<file path="src/rtl/spi_chan_pkg.sv">
package spi_chan_pkg;

    localparam int REG_CFG  = 0;
    localparam int REG_STAT = 1;
    localparam int REG_CTRL = 2;
    localparam int REG_TX   = 3;
    localparam int REG_RX   = 4;

    typedef enum logic [1:0] {
        XM_DUPLEX = 2'b00,
        XM_RXONLY = 2'b01,
        XM_TXONLY = 2'b10,
        XM_RSVD   = 2'b11
    } xmode_e;

    typedef enum logic [1:0] {
        SH_IDLE  = 2'b00,
        SH_LEAD  = 2'b01,
        SH_TRAIL = 2'b10
    } sh_state_e;

    // configuration word layout, MSB first
    typedef struct packed {
        logic [10:0] rsvd_hi;
        logic        force_cs;
        logic        rsvd19;
        logic        in_sel;
        logic        drv_off1;
        logic        drv_off0;
        logic        dma_rd;
        logic        dma_wr;
        xmode_e      mode;
        logic [4:0]  len_m1;
        logic        cs_low;
        logic [3:0]  div_exp;
        logic        cpol;
        logic        cpha;
    } cfg_t;

endpackage

</file>
<file path="src/rtl/spi_half_timer.sv">
module spi_half_timer #(
    parameter int EXP_W = 4
) (
    input  logic             clk,
    input  logic             rst_n,
    input  logic             run,
    input  logic [EXP_W-1:0] div_exp,
    output logic             half_end
);
    localparam int CNT_W = (1 << EXP_W) - 1;

    logic [CNT_W-1:0] cnt_q;
    logic [CNT_W-1:0] limit;

    assign limit    = (CNT_W'(1) << div_exp) - CNT_W'(1);
    assign half_end = run && (cnt_q == limit);

    always_ff @(posedge clk or negedge rst_n) begin
        if (!rst_n) begin
            cnt_q <= '0;
        end else if (!run || half_end) begin
            cnt_q <= '0;
        end else begin
            cnt_q <= cnt_q + CNT_W'(1);
        end
    end
endmodule

</file>
<file path="src/rtl/spi_word_engine.sv">
module spi_word_engine
    import spi_chan_pkg::*;
#(
    parameter int DW    = 32,
    parameter int LEN_W = 6
) (
    input  logic             clk,
    input  logic             rst_n,
    input  logic             enable,
    input  logic             pending,
    input  logic [DW-1:0]    load_word,
    input  logic [LEN_W-1:0] wlen,
    input  logic             half_end,
    input  logic             din,
    output logic             take,
    output logic             done,
    output logic [DW-1:0]    rx_word,
    output logic             dout,
    output logic             lead,
    output logic             trail,
    output logic             idle
);
    localparam int IDX_W = $clog2(DW);

    sh_state_e        state_q, state_d;
    logic [DW-1:0]    tx_sh_q, rx_sh_q;
    logic [LEN_W-1:0] bits_q;
    logic [IDX_W-1:0] msb_idx;
    logic             last_bit;

    assign msb_idx  = IDX_W'(wlen - LEN_W'(1));
    assign last_bit = (bits_q == LEN_W'(1));

    // next-state
    always_comb begin
        state_d = state_q;
        unique case (state_q)
            SH_IDLE:  if (enable && pending) state_d = SH_LEAD;
            SH_LEAD:  if (half_end) state_d = SH_TRAIL;
            SH_TRAIL: if (half_end) state_d = last_bit ? SH_IDLE : SH_LEAD;
            default:  state_d = SH_IDLE;
        endcase
        if (!enable) state_d = SH_IDLE;
    end

    // state register
    always_ff @(posedge clk or negedge rst_n) begin
        if (!rst_n) state_q <= SH_IDLE;
        else        state_q <= state_d;
    end

    // shift datapath
    always_ff @(posedge clk or negedge rst_n) begin
        if (!rst_n) begin
            tx_sh_q <= '0;
            rx_sh_q <= '0;
            bits_q  <= '0;
        end else if (take) begin
            tx_sh_q <= load_word;
            rx_sh_q <= '0;
            bits_q  <= wlen;
        end else if (state_q == SH_LEAD && half_end) begin
            rx_sh_q <= {rx_sh_q[DW-2:0], din};
        end else if (state_q == SH_TRAIL && half_end && !last_bit) begin
            tx_sh_q <= tx_sh_q << 1;
            bits_q  <= bits_q - LEN_W'(1);
        end
    end

    // outputs
    always_comb begin
        idle    = (state_q == SH_IDLE);
        lead    = (state_q == SH_LEAD);
        trail   = (state_q == SH_TRAIL);
        take    = idle && enable && pending;
        done    = trail && half_end && last_bit && enable;
        rx_word = rx_sh_q;
        dout    = idle ? 1'b0 : tx_sh_q[msb_idx];
    end
endmodule

</file>
<file path="src/rtl/spi_master_chan.sv">
module spi_master_chan
    import spi_chan_pkg::*;
#(
    parameter int DW    = 32,
    parameter int AW    = 3,
    parameter int EXP_W = 4
) (
    input  logic          clk,
    input  logic          rst_n,
    input  logic          reg_wr,
    input  logic          reg_rd,
    input  logic [AW-1:0] reg_addr,
    input  logic [DW-1:0] reg_wdata,
    output logic [DW-1:0] reg_rdata,
    output logic          sck,
    output logic          cs_pin,
    output logic          line0_out,
    output logic          line0_oe,
    input  logic          line0_in,
    output logic          line1_out,
    output logic          line1_oe,
    input  logic          line1_in,
    output logic          dma_wr_req,
    output logic          dma_rd_req
);
    localparam int LEN_W = $clog2(DW) + 1;

    cfg_t             cfg_q, cfg_wr;
    logic             en_q, en_d;
    logic [DW-1:0]    tx_buf_q, rx_buf_q, load_word, rx_word;
    logic             tx_full_q, rx_full_q, auto_q;
    logic [LEN_W-1:0] wl_eff;
    logic             take, done, dout, lead, trail, idle, half_end, din;
    logic             eot_w, txs_w, rxs_w, cs_active;
    logic             wr_cfg, wr_ctrl, wr_tx, rd_rx;

    assign wr_cfg  = reg_wr && (reg_addr == AW'(REG_CFG));
    assign wr_ctrl = reg_wr && (reg_addr == AW'(REG_CTRL));
    assign wr_tx   = reg_wr && (reg_addr == AW'(REG_TX));
    assign rd_rx   = reg_rd && (reg_addr == AW'(REG_RX));

    assign en_d = wr_ctrl ? reg_wdata[0] : en_q;

    always_comb begin
        cfg_wr         = cfg_t'(reg_wdata[31:0]);
        cfg_wr.rsvd_hi = '0;
        cfg_wr.rsvd19  = 1'b0;
    end

    assign wl_eff    = (cfg_q.len_m1 < 5'd3) ? LEN_W'(4)
                                             : LEN_W'(cfg_q.len_m1) + LEN_W'(1);
    assign load_word = tx_full_q ? tx_buf_q : '0;
    assign din       = cfg_q.in_sel ? line1_in : line0_in;

    // register state
    always_ff @(posedge clk or negedge rst_n) begin
        if (!rst_n) begin
            cfg_q     <= '0;
            en_q      <= 1'b0;
            tx_buf_q  <= '0;
            rx_buf_q  <= '0;
            tx_full_q <= 1'b0;
            rx_full_q <= 1'b0;
            auto_q    <= 1'b0;
        end else begin
            if (wr_cfg) cfg_q <= cfg_wr;
            en_q <= en_d;
            if (!en_d) begin
                tx_full_q <= 1'b0;
                rx_full_q <= 1'b0;
                auto_q    <= 1'b0;
            end else begin
                if (take) begin
                    tx_full_q <= 1'b0;
                    auto_q    <= 1'b0;
                end
                if (wr_tx) begin
                    tx_buf_q  <= reg_wdata;
                    tx_full_q <= 1'b1;
                end
                if (rd_rx) begin
                    rx_full_q <= 1'b0;
                    if (cfg_q.mode == XM_RXONLY) auto_q <= 1'b1;
                end
                if (done && cfg_q.mode != XM_TXONLY) begin
                    rx_buf_q  <= rx_word;
                    rx_full_q <= 1'b1;
                end
            end
        end
    end

    spi_half_timer #(.EXP_W(EXP_W)) u_timer (
        .clk      (clk),
        .rst_n    (rst_n),
        .run      (lead | trail),
        .div_exp  (cfg_q.div_exp),
        .half_end (half_end)
    );

    spi_word_engine #(.DW(DW), .LEN_W(LEN_W)) u_engine (
        .clk       (clk),
        .rst_n     (rst_n),
        .enable    (en_d),
        .pending   (tx_full_q | auto_q),
        .load_word (load_word),
        .wlen      (wl_eff),
        .half_end  (half_end),
        .din       (din),
        .take      (take),
        .done      (done),
        .rx_word   (rx_word),
        .dout      (dout),
        .lead      (lead),
        .trail     (trail),
        .idle      (idle)
    );

    // status and pins
    assign txs_w     = !tx_full_q;
    assign rxs_w     = rx_full_q;
    assign eot_w     = idle && !tx_full_q && !auto_q;
    assign cs_active = en_q && cfg_q.force_cs;
    assign cs_pin    = cfg_q.cs_low ? !cs_active : cs_active;

    always_comb begin
        if (lead)       sck = cfg_q.cpol ^ cfg_q.cpha;
        else if (trail) sck = cfg_q.cpol ^ !cfg_q.cpha;
        else            sck = cfg_q.cpol;
    end

    assign line0_out  = dout;
    assign line1_out  = dout;
    assign line0_oe   = en_q && !cfg_q.drv_off0;
    assign line1_oe   = en_q && !cfg_q.drv_off1;
    assign dma_wr_req = en_q && cfg_q.dma_wr && txs_w;
    assign dma_rd_req = en_q && cfg_q.dma_rd && rxs_w;

    always_comb begin
        reg_rdata = '0;
        case (reg_addr)
            AW'(REG_CFG):  reg_rdata = DW'(cfg_q);
            AW'(REG_STAT): reg_rdata = DW'({eot_w, txs_w, rxs_w});
            AW'(REG_CTRL): reg_rdata = DW'(en_q);
            AW'(REG_TX):   reg_rdata = tx_buf_q;
            AW'(REG_RX):   reg_rdata = rx_buf_q;
            default:       reg_rdata = '0;
        endcase
    end
endmodule

</file>
<file path="config.mk">
export PLATFORM = sky130hd
export DESIGN_NAME = spi_master_chan
export DESIGN_NICKNAME = d
export VERILOG_FILES = /design/src/rtl/spi_chan_pkg.sv /design/src/rtl/spi_half_timer.sv /design/src/rtl/spi_word_engine.sv /design/src/rtl/spi_master_chan.sv
export SDC_FILE = /design/constraint.sdc
export NUM_CORES = 1
export LEC_CHECK = 0
export CAP_MARGIN = 20
export CORE_ASPECT_RATIO = 0.5
export CORE_MARGIN = 2
export CORE_UTILIZATION = 52
export DETAILED_ROUTE_END_ITERATION = 16
export GPL_TIMING_DRIVEN = 0
export PLACE_DENSITY_LB_ADDON = 0.15
export RECOVER_POWER = 50
export SYNTH_ARGS = -nofsm -noshare
export SYNTH_HDL_FRONTEND = slang
export SYNTH_SLANG_ARGS = --single-unit
</file>
<file path="constraint.sdc">
create_clock -name clk -period 4.65 [get_ports clk]
set_clock_uncertainty 0.05 [all_clocks]
set_input_delay 1.395 -clock clk [delete_from_list [all_inputs] [get_ports clk]]
set_output_delay 1.395 -clock clk [all_outputs]
set_load 0.005 [all_outputs]
</file>
==> impl_metrics.csv, run 1 <==
group,metric,value,unit
finish,area_growth,21.5,%
synth,synth_nets,863,
synth,syn_inst,811,
synth,yosys-top-cells-count,"dfrtp_1, nand2_1, nor2_1",
global_route,grt_max_degree,104,
setup_path,ff2ff_path_depth,14,
timing,period_share,102,%
hold_path,hold_path_depth,1,
synth,synth_top_area_share,48.7,%
place,place_inst,1117,
setup_path,worstPathArrival,3280,ps
die,ioPinCount,81,
power,power_leakage,4.58,nW
synth,ys_seq_elements,175,
synth,async_flop_share,100,%
clocking,cts_made_buffers,17,
clocking,htree_num_levels,4,
finish,fin_area,10900,um2
finish,stdcell_count,1159,
clocking,cts.clk_slew.worst_paths,80,ps
timing,rsz0062_at_grt,"yes",
setup_path,crit_type,"reg -> out",
finish,layout-drive-gt1-share,21.5,%
place,placed_cell_area,10100,um2
clocking,clk_latency,450,ps
die,num_rows,33,
power,power,5.36,mW
synth,synth_most_common_cell,"dfrtp_1",
clocking,root_buffer,"clkbuf_16",
global_route,grt_antenna_before_repair,3,
die,coreArea,16600,um2
finish,nNetsFinal,971,
global_route,grt_pass1_wl,38300,um
timing,finalSetupViolCount,2,
setup_path,worstSetupStartpointType,"flop",
synth,synth_area,8990,um2
timing,setup-tns-final,-110,ps
synth,ys_top_cells_by_area,"dfrtp_1, mux2_2, mux2_4, mux2i_1, o21ai_0",
timing,setup_ws,-70.8,ps
die,dieHeight,97,um
timing,fin_crit,4720,ps
setup_path,cp_max_fo,5,
die,start_util,54.1,%
synth,ys_seq_area_share,48.7,%
power,powerDensity,491,nW/um2
setup_path,end_kind,"output port",
timing,max-slew-margin-rel,-23.2,%
clocking,cts.path.max_buffers,2,
place,dp_hpwl,16700,um
die,die_x,190,um
clocking,clkSinkCount,175,
synth,synth-main-ff-cell,"dfrtp_1",
global_route,grt_pass1_vias,6727,
global_route,grt_usage,27.3,%
setup_path,critPathRequiredTime,3200,ps
power,vdd_ir_drop_max,0.313,mV
detailed_routing,post-route-drc-count,0,
detailed_routing,drt-initial-drc-count,534,
flow_run,cap_violations,1,
detailed_routing,routed_wl,24200,um
detailed_routing,first_pass_iters,5,
timing,hold_viol,0,
timing,finalMaxSlewViolations,74,
detailed_routing,wl_per_cell,20.9,um
place,dp_slack,-968,ps
synth,yosysWarnings,0,
clocking,cts_tree,"built",
synth,yosysTopAreaCell,"dfrtp_1",
global_route,grt_overflow,0,
status,outcome,"complete, but fails checks",
detailed_routing,vias,6908,
timing,max_freq,212,MHz
detailed_routing,avgViaCountPerCell,5.96,
die,die_area,18400,um2
detailed_routing,antenna_left,0,
status,violations,"capacitance limit, slew limit, setup timing",
synth,yosysUniqueCellTypes,68,
synth,synth_edf_count,0,
synth,synth_area_per_cell,11.1,um2
hold_path,hold_class,"reg -> reg",
place,numPortBuffers,78,
place,gp_congestion,0.868,
timing,tightest_slew,1850,ps
[worst max-delay path, stage by stage, from the launching register on]
cell      delay, ps
dfrtp_2         480
ha_4            310
nand2_4          70
ha_4            170
and3_4          160
o21ai_2         160
nand2_2         100
a221oi_4        380
mux4_2          540
mux2i_1         140
nor2_1           70
buf_4           140
buf_6           100
[cell families (layout without fill, tap and decap cells)]
group / Yosys count / count (layout) / share of synthesized area (%)
buffers and inverters: 71 / 191 / 3.66
xor gates and xnor gates: 24 / 24 / 2.34
muxes: 132 / 132 / 18.6
DFF: 175 / 175 / 48.7
and+or+nand+nor: 228 / 228 / 12.2
other: 0 / 1 / 0
adders and majority gates: 11 / 11 / 1.53
AOI/OAI and AO/OA: 170 / 170 / 13.0
[registers in the layout (all words and copies together) (netlist names)]
signal	count
u_engine.bits_q	6
auto_q	1
u_engine.state_q	2
u_engine.tx_sh_q	32
tx_buf_q	32
u_timer.cnt_q	15
tx_full_q	1
rx_buf_q	32
en_q	1
rx_full_q	1
cfg_q	20
u_engine.rx_word	32
[metal layers]
metal  up-vias  GRT usage, %  wire length (um)
met5         -             0                 0
met4         0          6.08               355
met3        31          6.64              1530
met2       217          41.3             11000
met1      3513          39.9             11300
li1       3147             -                 -
[repair_timing]
action | 4_1_cts | 5_1_grt
endpoints found under the setup margin | 34 | 12
pin swaps | 7 | 11
gates resized for setup | 48 | 15
setup buffers | 9 | 5
hold buffers | 0 | 0
[worst paths after layout]
| path | slack [ps] | endpoint | from |
|---|---|---|---|
| max in group asynchronous | 770 | cfg_q[11]$_DFFE_PN0P_ | rst_n |
| min reg2reg | 460 | rx_buf_q[1]$_DFFE_PN0P_ | rx_buf_q[1]$_DFFE_PN0P_ |
| min | 460 | rx_buf_q[1]$_DFFE_PN0P_ | rx_buf_q[1]$_DFFE_PN0P_ |
| min in group asynchronous | 1380 | cfg_q[3]$_DFFE_PN0P_ | rst_n |
| max reg2reg | 610 | u_engine.tx_sh_q[24]$_DFFE_PN0P_ | cfg_q[3]$_DFFE_PN0P_ |
| max | -70 | line1_out | cfg_q[7]$_DFFE_PN0P_ |
[power breakdown]
part | internal (mW) | leakage [nW] | switching, mW | total (mW)
clock | 0.813 | 0.291 | 0.693 | 1.51
combinational | 0.792 | 2.09 | 0.679 | 1.47
sequential | 1.97 | 2.20 | 0.418 | 2.38
[final cells by class]
type / count / area (um2)
well taps: 227 / 284
fillers: 1276 / 5710
multi-input cells: 565 / 4410
clock buffers: 17 / 425
inverters: 14 / 55.1
plain buffers: 53 / 300
clock inverters: 14 / 180
diodes: 1 / 2.50
flip-flops and latches: 175 / 4380
repair buffers: 93 / 892
[cell usage in the layout, fill, tap and decap left out, types with 11 or more instances in the layout]
| cell type | instances |
|---|---|
| clkbuf_16 | 17 |
| nand2_1 | 76 |
| dfrtp_1 | 172 |
| xnor2_1 | 17 |
| mux2i_1 | 37 |
| mux2_2 | 55 |
| o21ai_0 | 63 |
| clkdlybuf4s50_1 | 69 |
| clkbuf_1 | 26 |
| a22oi_1 | 20 |
| mux2_4 | 29 |
| a2bb2oi_1 | 31 |
| nor2_1 | 71 |
| mux4_2 | 11 |
| buf_4 | 15 |
| inv_1 | 13 |
| a22o_1 | 12 |
[through the flow]
stage / util [%] / hold slack (ps)
6_report: 65.7 / 459
5_1_grt: 65.7 / 474
4_1_cts: 65.4 / 462
3_5_place_dp: 60.7 / 443
3_3_place_gp: 60.5 / 437
2_1_floorplan: - / 425
Note: power is estimated with default switching activity, not from simulation.
==> inputs of run 2 (changes only) <==
- CORE_UTILIZATION: 52 -> 53
- CTS_BUF_LIST: default -> sky130_fd_sc_hd__clkbuf_8
==> run 2 against run 1 <==
  * Register-to-register slack gained 40 ps
  * First-iteration DRC count shrank 16%
  * Critical path depth is the same
  * The run still ends with capacitance limit, slew limit, setup timing left
  * Via count shrank 0.58%
  * Sequential share of layout area grew 0.81 points
  * Design area shrank 2.0%
  * Die area shrank 1.8%
  * Largest power group unchanged
==> impl_metrics.csv, run 2 (synthesis gave the netlist of run 1 again) <==
group,metric,value,unit
clocking,root_buffer,"clkbuf_8",
detailed_routing,first_pass_iters,7,
status,violations,"capacitance limit, slew limit, setup timing",
clocking,clkSinkCount,175,
finish,multi_input_area,4400,um2
clocking,cts.clk_slew.worst_paths,110,ps
setup_path,cp_slowest_stage_delay,550,ps
place,numPortBuffers,78,
setup_path,r2r-start,"cfg_q[5]$_DFFE_PN0P_",
die,die_area,18100,um2
global_route,grt_pass1_wl,37200,um
status,outcome,"complete, but fails checks",
global_route,grt_overflow,0,
detailed_routing,met1_length,11100,um
setup_path,critPathRequiredTime,3200,ps
detailed_routing,vias,6868,
setup_path,crit_type,"reg -> out",
setup_path,worstSetupStartpointType,"flop",
clocking,cts_made_buffers,17,
die,dieHeight,96.1,um
place,gp_congestion,0.895,
die,start_util,54.6,%
flow_run,cap_violations,1,
setup_path,r2r-end,"u_engine.tx_sh_q[22]$_DFFE_PN0P_",
setup_path,r2r_setup_slack,650,ps
clocking,clk_latency,470,ps
hold_path,hold_path_depth,1,
clocking,ctsHoldBuffers,0,
detailed_routing,routed.top_layer,"met5",
detailed_routing,routed_wl,23400,um
timing,finalSetupViolCount,2,
detailed_routing,antenna_left,0,
timing,setup-tns-final,-207,ps
timing,hold_viol,0,
global_route,grt_max_degree,106,
detailed_routing,wl_per_cell,20.2,um
place,dp_hpwl,16700,um
setup_path,worst_path_max_delay_cell,"mux4_2",
timing,whs,469,ps
global_route,grt_usage,27.4,%
finish,fill_cells,1270,
global_route,grt_pass1_vias,6741,
power,powerDensity,461,nW/um2
die,coreArea,16500,um2
die,ioPinCount,81,
clocking,cts_tree,"built",
finish,final_common_cell,"dfrtp_1",
setup_path,path_delay_family,"compound AO/OA/AOI/OAI gates",
setup_path,worstPathArrival,3360,ps
timing,tightest_slew,2620,ps
detailed_routing,drt-initial-drc-count,448,
detailed_routing,avgViaCountPerCell,5.94,
timing,max-slew-margin-rel,-74.7,%
detailed_routing,wl_met3,1540,um
clocking,htree_num_levels,4,
power,power,4.93,mW
setup_path,cp_max_fo,4,
timing,finalMaxSlewViolations,106,
die,die_x,188,um
detailed_routing,met2WireLength,10600,um
clocking,cts.path.max_buffers,2,
hold_path,worstHoldEndpoint,"rx_buf_q[1]$_DFFE_PN0P_",
power,vdd_ir_drop_max,0.233,mV
timing,max_freq,208,MHz
global_route,grt_antenna_before_repair,1,
detailed_routing,post-route-drc-count,0,
die,num_rows,33,
setup_path,cp.buffers_inverters,3,
setup_path,path_cells,"ha_4 -> nand2_4 -> ha_4 -> buf_6 -> o211ai_1 -> o32ai_2 -> a221oi_4 -> mux4_2 -> mux2i_1 -> nor2_1 -> buf_4 -> buf_6",
timing,fin_crit,4810,ps
finish,layout-drive-gt1-share,21.5,%
hold_path,hold_class,"reg -> reg",
finish,area_growth,19.1,%
setup_path,end_kind,"output port",
setup_path,ff2ff_path_depth,11,
finish,area.sequential,4380,um2
hold_path,hold_start,"rx_buf_q[1]$_DFFE_PN0P_",
finish,final_cell_mix,"dfrtp_1, nand2_1, clkdlybuf4s50_1, nor2_1, o21ai_0",
timing,period_share,103,%
timing,setup_ws,-157,ps
finish,antenna_cells,0,
timing,rsz0062_at_grt,"yes",
power,power_leakage,4.48,nW
finish,nNetsFinal,969,
[run 2: layer usage]
metal / vias to the layer above / GRT usage (%)
li1: 3132 / -
met1: 3497 / 38.9
met2: 220 / 42.8
met3: 17 / 6.89
met4: 2 / 5.91
met5: - / 0
[run 2: area by class of cell]
class / count / area share (%)
Tap cell: 227 / 2.65
Sequential cell: 175 / 40.9
Buffer: 52 / 2.70
Clock buffer: 18 / 2.31
Multi-Input combinational cell: 565 / 41.1
Inverter: 14 / 0.491
Timing Repair Buffer: 92 / 8.28
Clock inverter: 14 / 1.55
[run 2: timing repair]
item,4_1_cts,5_1_grt
endpoints found under the hold margin,0,0
buffers inserted,9,4
setup endpoints to repair,34,31
pin swaps,11,4
gates resized for setup,53,6
[run 2: where the power goes]
| group | internal (mW) | switching, mW |
|---|---|---|
| Combinational | 0.787 | 0.670 |
| Sequential | 1.96 | 0.402 |
| Clock | 0.469 | 0.644 |
| Total | 3.22 | 1.72 |
[run 2: how the worst max path moves through the flow]
| stage | startpoint | endpoint | slack (ps) | cells after the start |
|---|---|---|---|---|
| detailed placement | cfg_q[11]$_DFFE_PN0P_ | line1_out | -1050 | 15 |
| global route | cfg_q[7]$_DFFE_PN0P_ | line1_out | -290 | 12 |
| CTS | cfg_q[7]$_DFFE_PN0P_ | line1_out | -80 | 12 |
| finish | cfg_q[7]$_DFFE_PN0P_ | line1_out | -160 | 12 |
| global placement | rst_n | rx_buf_q[24]$_DFFE_PN0P_ | -5110 | 1 |
| floorplan | cfg_q[11]$_DFFE_PN0P_ | line1_out | 70 | 14 |
[run 2: per-stage QoR]
stage          util (%)  setup slack, ps  area, um2  std cells
2_1_floorplan         -             66.1       9000        811
3_3_place_gp       61.1            -5110      10100       1116
3_5_place_dp       61.3            -1050      10100       1117
4_1_cts            65.0            -79.1      10700       1154
5_1_grt            65.0             -293      10700       1157
6_report           65.0             -157      10700       1157
==> inputs of run 3 (changes only) <==
--- a/config.mk
+++ b/config.mk
@@ -8,3 +8,3 @@
 export CAP_MARGIN = 20
-export CORE_ASPECT_RATIO = 0.5
+export CORE_ASPECT_RATIO = 1.1
 export CORE_MARGIN = 2
--- a/constraint.sdc
+++ b/constraint.sdc
@@ -4,2 +4,2 @@
 set_output_delay 1.395 -clock clk [all_outputs]
-set_load 0.005 [all_outputs]
+set_load 0.05 [all_outputs]
==> run 3 against run 2 <==
  * Critical endpoint unchanged
  * Register-to-register slack better by 150 ps
  * Largest power group unchanged
  * The flow still finishes with violations (capacitance limit, slew limit, setup timing)
  * Worst hold slack worse by 2.7 ps
  * Largest cell class unchanged
  * Sequential share of layout area up 0.27 points
  * Critical path type unchanged
  * Highest routed layer is now met4
==> impl_metrics.csv, run 3 (synthesis gave the netlist of run 1 again) <==
group,metric,value,unit
setup_path,worstSetupStartpointType,"flop",
clocking,htree_num_levels,4,
place,gp_congestion,0.931,
timing,finalSetupViolCount,3,
timing,setup-tns-final,-228,ps
setup_path,crit_type,"reg -> out",
setup_path,cp.buffers_inverters,2,
status,outcome,"complete, but fails checks",
timing,max-slew-margin-rel,-57.3,%
detailed_routing,drt-initial-drc-count,451,
setup_path,cp_slowest_stage_delay,580,ps
global_route,grt_usage,27.1,%
setup_path,crit_top_cell,"nor2_2",
die,ioPinCount,81,
power,power_leakage,4.51,nW
place,dp_hpwl,16400,um
setup_path,r2r-start,"cfg_q[5]$_DFFE_PN0P_",
global_route,grt_pass1_vias,6980,
die,start_util,54.5,%
finish,antenna_cells,0,
timing,fin_crit,4800,ps
setup_path,path_cells,"nor3_4 -> nand2_2 -> nand2_4 -> ha_4 -> nor2_2 -> a21oi_1 -> nand2_1 -> a221oi_4 -> mux4_2 -> mux2i_4 -> nor2_2 -> buf_4 -> buf_8",
timing,max_freq,209,MHz
die,die_area,18000,um2
finish,fin_area,10600,um2
timing,period_share,103,%
global_route,grt_antenna_before_repair,0,
detailed_routing,avgViaCountPerCell,6.10,
clocking,cts.path.max_buffers,2,
die,die_x,128,um
detailed_routing,post-route-drc-count,0,
power,powerDensity,484,nW/um2
power,vdd_ir_drop_max,0.248,mV
setup_path,worstPathArrival,3350,ps
hold_path,hold_class,"reg -> reg",
hold_path,worstHoldEndpoint,"rx_buf_q[1]$_DFFE_PN0P_",
timing,rsz0062_at_grt,"yes",
hold_path,hold_path_depth,1,
detailed_routing,wl_per_cell,20.5,um
setup_path,critPathRequiredTime,3200,ps
global_route,grt_max_degree,96,
global_route,grt_pass1_wl,37900,um
clocking,root_buffer,"clkbuf_8",
place,placed_cell_area,10100,um2
die,dieHeight,141,um
finish,nNetsFinal,969,
setup_path,end_kind,"output port",
clocking,cts_tree,"built",
setup_path,ff2ff_path_depth,11,
detailed_routing,first_pass_iters,5,
setup_path,r2r_setup_slack,800,ps
detailed_routing,routed_wl,23200,um
timing,tightest_slew,2360,ps
status,violations,"capacitance limit, slew limit, setup timing",
setup_path,cp_max_fo,4,
clocking,clkSinkCount,175,
hold_path,hold_start,"rx_buf_q[1]$_DFFE_PN0P_",
setup_path,r2r-end,"u_engine.tx_sh_q[16]$_DFFE_PN0P_",
timing,setup_ws,-145,ps
detailed_routing,vias,6914,
finish,final_common_cell,"dfrtp_1",
timing,hold_viol,0,
clocking,cts.clk_slew.worst_paths,90,ps
place,numPortBuffers,78,
clocking,clk_latency,470,ps
flow_run,cap_violations,1,
finish,area_growth,18.3,%
die,num_rows,49,
finish,final_cell_mix,"dfrtp_1, nand2_1, nor2_1, mux2_2, o21ai_0",
setup_path,worst_path_max_delay_cell,"mux4_2",
global_route,grt_overflow,0,
setup_path,path_delay_family,"multiplexers",
power,power,5.15,mW
finish,layout-drive-gt1-share,24.4,%
timing,finalMaxSlewViolations,96,
clocking,cts_made_buffers,17,
die,coreArea,16500,um2
place,dp_slack,-1340,ps
detailed_routing,antenna_left,0,
run 3: cell count changes in the layout (fill, tap and decap cells not counted), moves of 3 or more:
cell	before	now
clkdlybuf4s50_1	73	42
o21ai_0	64	44
buf_2	11	22
clkdlybuf4s15_2	0	18
buf_6	9	6
o21ai_1	0	21
run 3: area by class of cell:
type | count | area, um2
buffer | 52 | 270
multi-input combinational | 565 | 4400
sequential | 175 | 4380
inverter | 14 | 55.1
clock inverter | 13 | 176
fill | 1253 | 5850
clock buffer | 19 | 262
tap | 204 | 255
timing repair buffer | 92 | 841
run 3: repair_timing:
item                                    CTS  global route
endpoints found under the setup margin   34            23
buffers inserted                          9             4
hold buffers                              0             0
pin swaps                                 9             8
gates resized for setup                 144            30
hold endpoints to repair                  0             0
run 3: where the power goes:
group / internal (mW) / total (mW) / leakage (nW) / switching (mW)
sequential: 1.96 / 2.38 / 2.20 / 0.414
clock: 0.573 / 1.16 / 0.223 / 0.589
combinational: 0.788 / 1.61 / 2.09 / 0.819
total: 3.33 / 5.15 / 4.51 / 1.82
run 3: worst register-to-register path, cell delays in order, from the launching register on:
cell	delay, ps
dfrtp_1	470
or4_1	560
ha_1	230
buf_2	180
o21a_1	130
or3_1	370
a211oi_1	370
nand4_1	400
clkbuf_1	350
clkbuf_1	270
o21ai_0	260
a2bb2oi_1	90
run 3: worst max-delay path by stage:
stage | startpoint | endpoint | cells past startpoint
after floorplan | cfg_q[11]$_DFFE_PN0P_ | line1_out | 14
after global placement | rst_n | u_engine.rx_word[15]$_DFFE_PN0P_ | 1
after detailed placement | cfg_q[11]$_DFFE_PN0P_ | line1_out | 15
after CTS | cfg_q[9]$_DFFE_PN0P_ | line1_out | 14
after global routing | cfg_q[11]$_DFFE_PN0P_ | line1_out | 13
final | cfg_q[11]$_DFFE_PN0P_ | line1_out | 13
run 3: layer usage:
metal | wire, um | part of all wire [%] | track usage (%) | up-vias
met3 | 1290 | 5.6 | 5.54 | 45
met5 | 0 | 0 | 0 | -
met2 | 11200 | 48 | 42.5 | 250
met1 | 10200 | 44 | 38.1 | 3493
li1 | - | - | - | 3126
met4 | 559 | 2.4 | 8.85 | 0
run 3: through the flow:
stage                     hold slack, ps  utilization [%]  std cells
after floorplan                      425                -        811
after global placement               440             60.8       1093
after detailed placement             446             61.0       1094
after CTS                            468             65.0       1131
after global routing                 480             64.5       1134
final                                466             64.5       1134
